### src/rtl/pacc_pkg.sv
package pacc_pkg;
    typedef enum logic [1:0] {
        GS_OFF  = 2'd0,
        GS_IDLE = 2'd1,
        GS_OPEN = 2'd2
    } gate_st_e;

    localparam logic [1:0] ADR_CNT_HI = 2'd0;
    localparam logic [1:0] ADR_CNT_LO = 2'd1;
    localparam logic [1:0] ADR_FLAGS  = 2'd2;
    localparam logic [1:0] ADR_IEN    = 2'd3;

    localparam int NFLAGS   = 2;
    localparam int FLG_EDGE = 0;
    localparam int FLG_OVF  = 1;
endpackage

### src/rtl/pacc_sync_edge.sv
module pacc_sync_edge #(
    parameter int STAGES = 2
) (
    input  logic clk,
    input  logic rst_n,
    input  logic pin_in,
    output logic lvl,
    output logic rise,
    output logic fall
);
    // STAGES flops resynchronise the pin; one more holds the previous level
    logic [STAGES:0] sh;

    always_ff @(posedge clk or negedge rst_n) begin
        if (!rst_n) sh <= '0;
        else        sh <= {sh[STAGES-1:0], pin_in};
    end

    assign lvl  = sh[STAGES-1];
    assign rise =  sh[STAGES-1] & ~sh[STAGES];
    assign fall = ~sh[STAGES-1] &  sh[STAGES];
endmodule

### src/rtl/pacc_gate_fsm.sv
module pacc_gate_fsm
    import pacc_pkg::*;
(
    input  logic     clk,
    input  logic     rst_n,
    input  logic     acc_en,
    input  logic     gated,
    input  logic     active,
    output gate_st_e state,
    output logic     trail
);
    gate_st_e nxt;

    always_ff @(posedge clk or negedge rst_n) begin
        if (!rst_n) state <= GS_OFF;
        else        state <= nxt;
    end

    always_comb begin
        nxt   = state;
        trail = 1'b0;
        unique case (state)
            GS_OFF: begin
                if (acc_en) nxt = (gated && active) ? GS_OPEN : GS_IDLE;
            end
            GS_IDLE: begin
                if (!acc_en)               nxt = GS_OFF;
                else if (gated && active)  nxt = GS_OPEN;
            end
            GS_OPEN: begin
                if (!acc_en) begin
                    nxt = GS_OFF;
                end else if (!gated) begin
                    nxt = GS_IDLE;
                end else if (!active) begin
                    nxt   = GS_IDLE;
                    trail = 1'b1;
                end
            end
            default: nxt = GS_OFF;
        endcase
    end
endmodule

### src/rtl/pacc_counter.sv
module pacc_counter #(
    parameter int W = 16
) (
    input  logic         clk,
    input  logic         rst_n,
    input  logic         inc,
    input  logic         load,
    input  logic [W-1:0] ld_mask,
    input  logic [W-1:0] ld_val,
    output logic [W-1:0] cnt,
    output logic         wrap
);
    localparam logic [W-1:0] ALL_ONES = '1;

    always_ff @(posedge clk or negedge rst_n) begin
        if (!rst_n)     cnt <= '0;
        else if (load)  cnt <= (cnt & ~ld_mask) | (ld_val & ld_mask);
        else if (inc)   cnt <= cnt + 1'b1;
    end

    assign wrap = inc && !load && (cnt == ALL_ONES);
endmodule

### src/rtl/pulse_acc_top.sv
module pulse_acc_top
    import pacc_pkg::*;
#(
    parameter int BYTE_W      = 8,
    parameter int SYNC_STAGES = 2,
    localparam int CNT_W      = 2 * BYTE_W
) (
    input  logic             clk,
    input  logic             rst_n,
    input  logic             pin_in,
    input  logic             timer_en,
    input  logic             acc_en,
    input  logic             gated_mode,
    input  logic [1:0]       edge_sel,
    input  logic             fast_clr,
    input  logic             tick,
    input  logic [1:0]       bus_addr,
    input  logic             bus_rd,
    input  logic             bus_wr,
    input  logic             bus_word,
    input  logic [CNT_W-1:0] bus_wdata,
    output logic [CNT_W-1:0] bus_rdata,
    output logic             irq
);
    localparam logic [CNT_W-1:0] HI_MASK = {{BYTE_W{1'b1}}, {BYTE_W{1'b0}}};
    localparam logic [CNT_W-1:0] LO_MASK = {{BYTE_W{1'b0}}, {BYTE_W{1'b1}}};

    logic              lvl, rise, fall, active, evt, inc, trail, wrap;
    logic              cnt_acc, load;
    logic [CNT_W-1:0]  ld_mask, ld_val, cnt;
    logic [NFLAGS-1:0] flags, ien, set_vec, clr_vec;
    gate_st_e          gstate;

    pacc_sync_edge #(.STAGES(SYNC_STAGES)) u_sync (
        .clk(clk), .rst_n(rst_n), .pin_in(pin_in),
        .lvl(lvl), .rise(rise), .fall(fall)
    );

    assign active = edge_sel[0] ? lvl : ~lvl;
    assign evt    = !gated_mode && ((edge_sel[0] && rise) || (edge_sel[1] && fall));
    assign inc    = acc_en && (evt || (gated_mode && tick && active));

    pacc_gate_fsm u_gate (
        .clk(clk), .rst_n(rst_n), .acc_en(acc_en), .gated(gated_mode),
        .active(active), .state(gstate), .trail(trail)
    );

    // counter access decode: word at address 0, bytes at 0 (high) and 1 (low)
    assign cnt_acc = (bus_rd || bus_wr) && (bus_addr == ADR_CNT_HI || bus_addr == ADR_CNT_LO);
    assign load    = bus_wr && (bus_addr == ADR_CNT_HI || bus_addr == ADR_CNT_LO);

    always_comb begin
        if (bus_addr == ADR_CNT_LO) begin
            ld_mask = LO_MASK;
            ld_val  = {{BYTE_W{1'b0}}, bus_wdata[BYTE_W-1:0]};
        end else if (bus_word) begin
            ld_mask = '1;
            ld_val  = bus_wdata;
        end else begin
            ld_mask = HI_MASK;
            ld_val  = {bus_wdata[BYTE_W-1:0], {BYTE_W{1'b0}}};
        end
    end

    pacc_counter #(.W(CNT_W)) u_cnt (
        .clk(clk), .rst_n(rst_n), .inc(inc), .load(load),
        .ld_mask(ld_mask), .ld_val(ld_val), .cnt(cnt), .wrap(wrap)
    );

    always_comb begin
        set_vec           = '0;
        set_vec[FLG_EDGE] = acc_en && (evt || trail);
        set_vec[FLG_OVF]  = wrap;
        clr_vec           = '0;
        if (bus_wr && bus_addr == ADR_FLAGS && (timer_en || acc_en))
            clr_vec = bus_wdata[NFLAGS-1:0];
        if (fast_clr && cnt_acc)
            clr_vec = '1;
    end

    always_ff @(posedge clk or negedge rst_n) begin
        if (!rst_n) begin
            flags <= '0;
            ien   <= '0;
        end else begin
            flags <= (flags & ~clr_vec) | set_vec;
            if (bus_wr && bus_addr == ADR_IEN) ien <= bus_wdata[NFLAGS-1:0];
        end
    end

    always_comb begin
        bus_rdata = '0;
        unique case (bus_addr)
            ADR_CNT_HI: bus_rdata = bus_word ? cnt : {{BYTE_W{1'b0}}, cnt[CNT_W-1:BYTE_W]};
            ADR_CNT_LO: bus_rdata = {{BYTE_W{1'b0}}, cnt[BYTE_W-1:0]};
            ADR_FLAGS:  bus_rdata[NFLAGS-1:0] = flags;
            ADR_IEN:    bus_rdata[NFLAGS-1:0] = ien;
            default:    bus_rdata = '0;
        endcase
    end

    assign irq = |(flags & ien);
endmodule

### config.mk
export PLATFORM = sky130hd
export DESIGN_NAME = pulse_acc_top
export DESIGN_NICKNAME = d
export VERILOG_FILES = /design/src/rtl/pacc_pkg.sv /design/src/rtl/pacc_sync_edge.sv /design/src/rtl/pacc_gate_fsm.sv /design/src/rtl/pacc_counter.sv /design/src/rtl/pulse_acc_top.sv
export SDC_FILE = /design/constraint.sdc
export NUM_CORES = 1
export LEC_CHECK = 0
export ABC_AREA = 1
export BUFFER_PORTS_ARGS = -buffer_cell sky130_fd_sc_hd__buf_2
export CAP_MARGIN = 5
export CORE_UTILIZATION = 40
export CTS_CLUSTER_SIZE = 28
export DETAILED_ROUTE_END_ITERATION = 16
export PLACE_DENSITY_LB_ADDON = 0.2
export SYNTH_ARGS = -nofsm -noshare
export SYNTH_HDL_FRONTEND = slang
export SYNTH_SLANG_ARGS = --single-unit
### constraint.sdc
create_clock -name clk -period 3.1 [get_ports clk]
set_clock_uncertainty 0.05 [all_clocks]
set_input_delay 0.155 -clock clk [delete_from_list [all_inputs] [get_ports clk]]
set_output_delay 0.155 -clock clk [all_outputs]
set_load 0.03 [all_outputs]
==> summary.txt <==
Status - finished, final reports clean
Number of port buffers - 47
Post-route DRC - 0
Later-pin clock latency in the skew report - 0.28 ns
Avg Synthesized Cell Area - 6.467 µm²
Layout overhead on the synthesized area - 16.99%
Met2 Track Usage GR - 34.38%
Max Slew Vio Count - 0
Post-synth net total - 335
Boundary pin count - 48
Maximum achievable frequency - 0.5849 GHz
Share of cells above drive strength 1 - 20.17%
Type of the worst setup path - in2out
Total global routing track utilization - 21.98%
TritonCTS clock tree - yes
Clock Sink Count - 25
Leakage dissipation - 1.240 nW
Via count of the routed design - 2144
Global-route met3 utilization - 2.361%
Cell Area, Synth - 0.001959 mm²
Fin crit share - 55.15%
GR Overflow Total - 0
Combined area of the multi-input logic cells - 0.001132 mm²
Sequential area share after synthesis - 31.93%
Pwr Total - 1.057 mW
Worst Hold Slack - 0.1144 ns
Post-CTS setup repair buffer count - 0
RePlAce Congestion - 0.9097
Post-synthesis instance total - 303
Max Buffers Root-to-Sink - 2
Clock-pin slew of the registers on the worst-case setup and hold paths - 0.10 ns
Wire length of the first global-routing pass - 8963 µm
Minimum clock period - 1.710 ns
Final core utilization - 48.53%
Pin count of the biggest net entering global routing - 26
# Max-Cap Violations - 0
Met1 track demand over resource - 31.43%
Die height - 71.99 µm
Worst setup SP type - input pin
Detailed-route wire length - 5436 µm
Slew HR - 60.42%
Path category of the worst min-delay check - in2reg
Vias in the first global route - 1951
Required @ worst endpoint - 2.89 ns
Post-synth top flop - sky130_fd_sc_hd__dfrtp_1
YS warnings - 0
Count of endpoints failing setup in the final report - 0
Synth Register Bits - 25
Die Area - 0.005183 mm²
Endpoint type of the worst setup path - primary output
Hold Fails Final Rpt - 0
Antenna Violating Nets Remaining - 0
Effective utilization at floorplan - 41.48%
Diodes inserted - 0
Detailed placer's ending HPWL - 4263 µm
Number of rows in the core area - 25
Count of unique library cells instantiated by Yosys - 30
Most common cell after layout, fill and taps aside - sky130_fd_sc_hd__nand2_1
Power density over the cells - 461.2 mW/mm²
Routed len/inst - 12.97 µm
Post-synth EDFFs - 0
First drt pass iteration count - 5
Number of antenna violations at the first check in global routing - 0
Tightest Pin Transition - 0.5937 ns
Total core area - 0.004723 mm²
Largest driver fanout on the critical path - 16
Die Wd - 71.99 µm
RSZ-0062 raised after global routing - false
NumNets Final - 385
Total negative slack - 0 ns
CTS buffer count - 3
Most congested layer reported by global routing - met2
Placed Instances - 413
Vias per cell - 5.117
Iteration-0 DRC Markers - 131
Share of flip-flops with an asynchronous set or reset - 100.0%
Non-filler instance count after layout - 419
Total area of sequential cells - 625.6 µm²
Filler Cells Inserted - 509
Worst IR drop on VDD - 186.7 µV
Number of H-tree branching levels - 1
Clock Tree Root - sky130_fd_sc_hd__clkbuf_8
Critical path arrival - 1.50 ns
Most frequent cells in the layout - sky130_fd_sc_hd__nand2_1, sky130_fd_sc_hd__buf_2, sky130_fd_sc_hd__inv_1, sky130_fd_sc_hd__nor2_1, sky130_fd_sc_hd__nand3_1
[where the power goes]
group / internal, mW / switching [mW]
clock network: 0.0914 / 0.113
logic: 0.135 / 0.246
registers: 0.389 / 0.0831
[critical path, cell delays in order]
cell,delay (ns)
sky130_fd_sc_hd__buf_2,0.24
sky130_fd_sc_hd__inv_1,0.17
sky130_fd_sc_hd__nor2_1,0.32
sky130_fd_sc_hd__inv_1,0.22
sky130_fd_sc_hd__nor2_1,0.18
sky130_fd_sc_hd__buf_2,0.22
[area by class of cell]
class                           count  area share [%]
Tap cell                           67           3.657
Clock buffer                        3           1.801
Clock inverter                      1          0.3275
Inverter                           39           6.386
Sequential cell                    25           27.29
Multi-Input combinational cell    235           49.40
Timing Repair Buffer               49           11.14
[per-stage QoR]
stage | cell area (µm²) | setup slack, ns
2_1_floorplan | 1959 | 1.667
3_3_place_gp | 2223 | 1.466
3_5_place_dp | 2223 | 1.457
4_1_cts | 2292 | 1.448
5_1_grt | 2292 | 1.319
6_report | 2292 | 1.390
[final timing paths]
check | startpoint | cells past startpoint | slack, ns | to
worst min register to register | u_sync.sh[0] | 0 | 0.31 | u_sync.sh[1]
min in group asynchronous | rst_n | 2 | 0.36 | asynchronous set/reset pin
worst min-delay path | gated_mode | 3 | 0.11 | u_gate.state[1]
worst max-delay path | bus_word | 6 | 1.39 | bus_rdata[8]
worst max register to register | flip-flop | 10 | 1.53 | flip-flop
max in group asynchronous | rst_n | 2 | 2.25 | asynchronous set/reset pin
[kinds of logic (layout without fill, tap and decap cells)]
kind of cell	after synthesis	count (layout)	synth area share, %
compound gates	51	51	16.67
buf+inv	43	92	10.28
fa+ha+maj	1	1	0.6385
simple gates	183	183	40.49
flops	25	25	31.93
[synth_stat cells (all sizes together) (3+ instances only)]
cell,count,area (µm²)
a21oi,8,51.30
buf,3,51.30
dfrtp,25,625.6
inv,39,146.4
nand2,119,476.7
nand3,28,150.1
nor2,33,146.4
o21ai,26,141.4
o22ai,6,37.54
[per-layer routing]
layer  wire length, µm  vias up
met3               360       11
met5                 0        -
met4               124        0
li1                  -     1076
met1              2585      972
met2              2366       85
[timing repair]
| action | CTS | global route |
|---|---|---|
| resized for setup | 0 | 0 |
| hold buffers | 2 | 0 |
| hold endpoints to repair | 26 | 0 |
No activity file was read; power rests on OpenSTA's default activity.
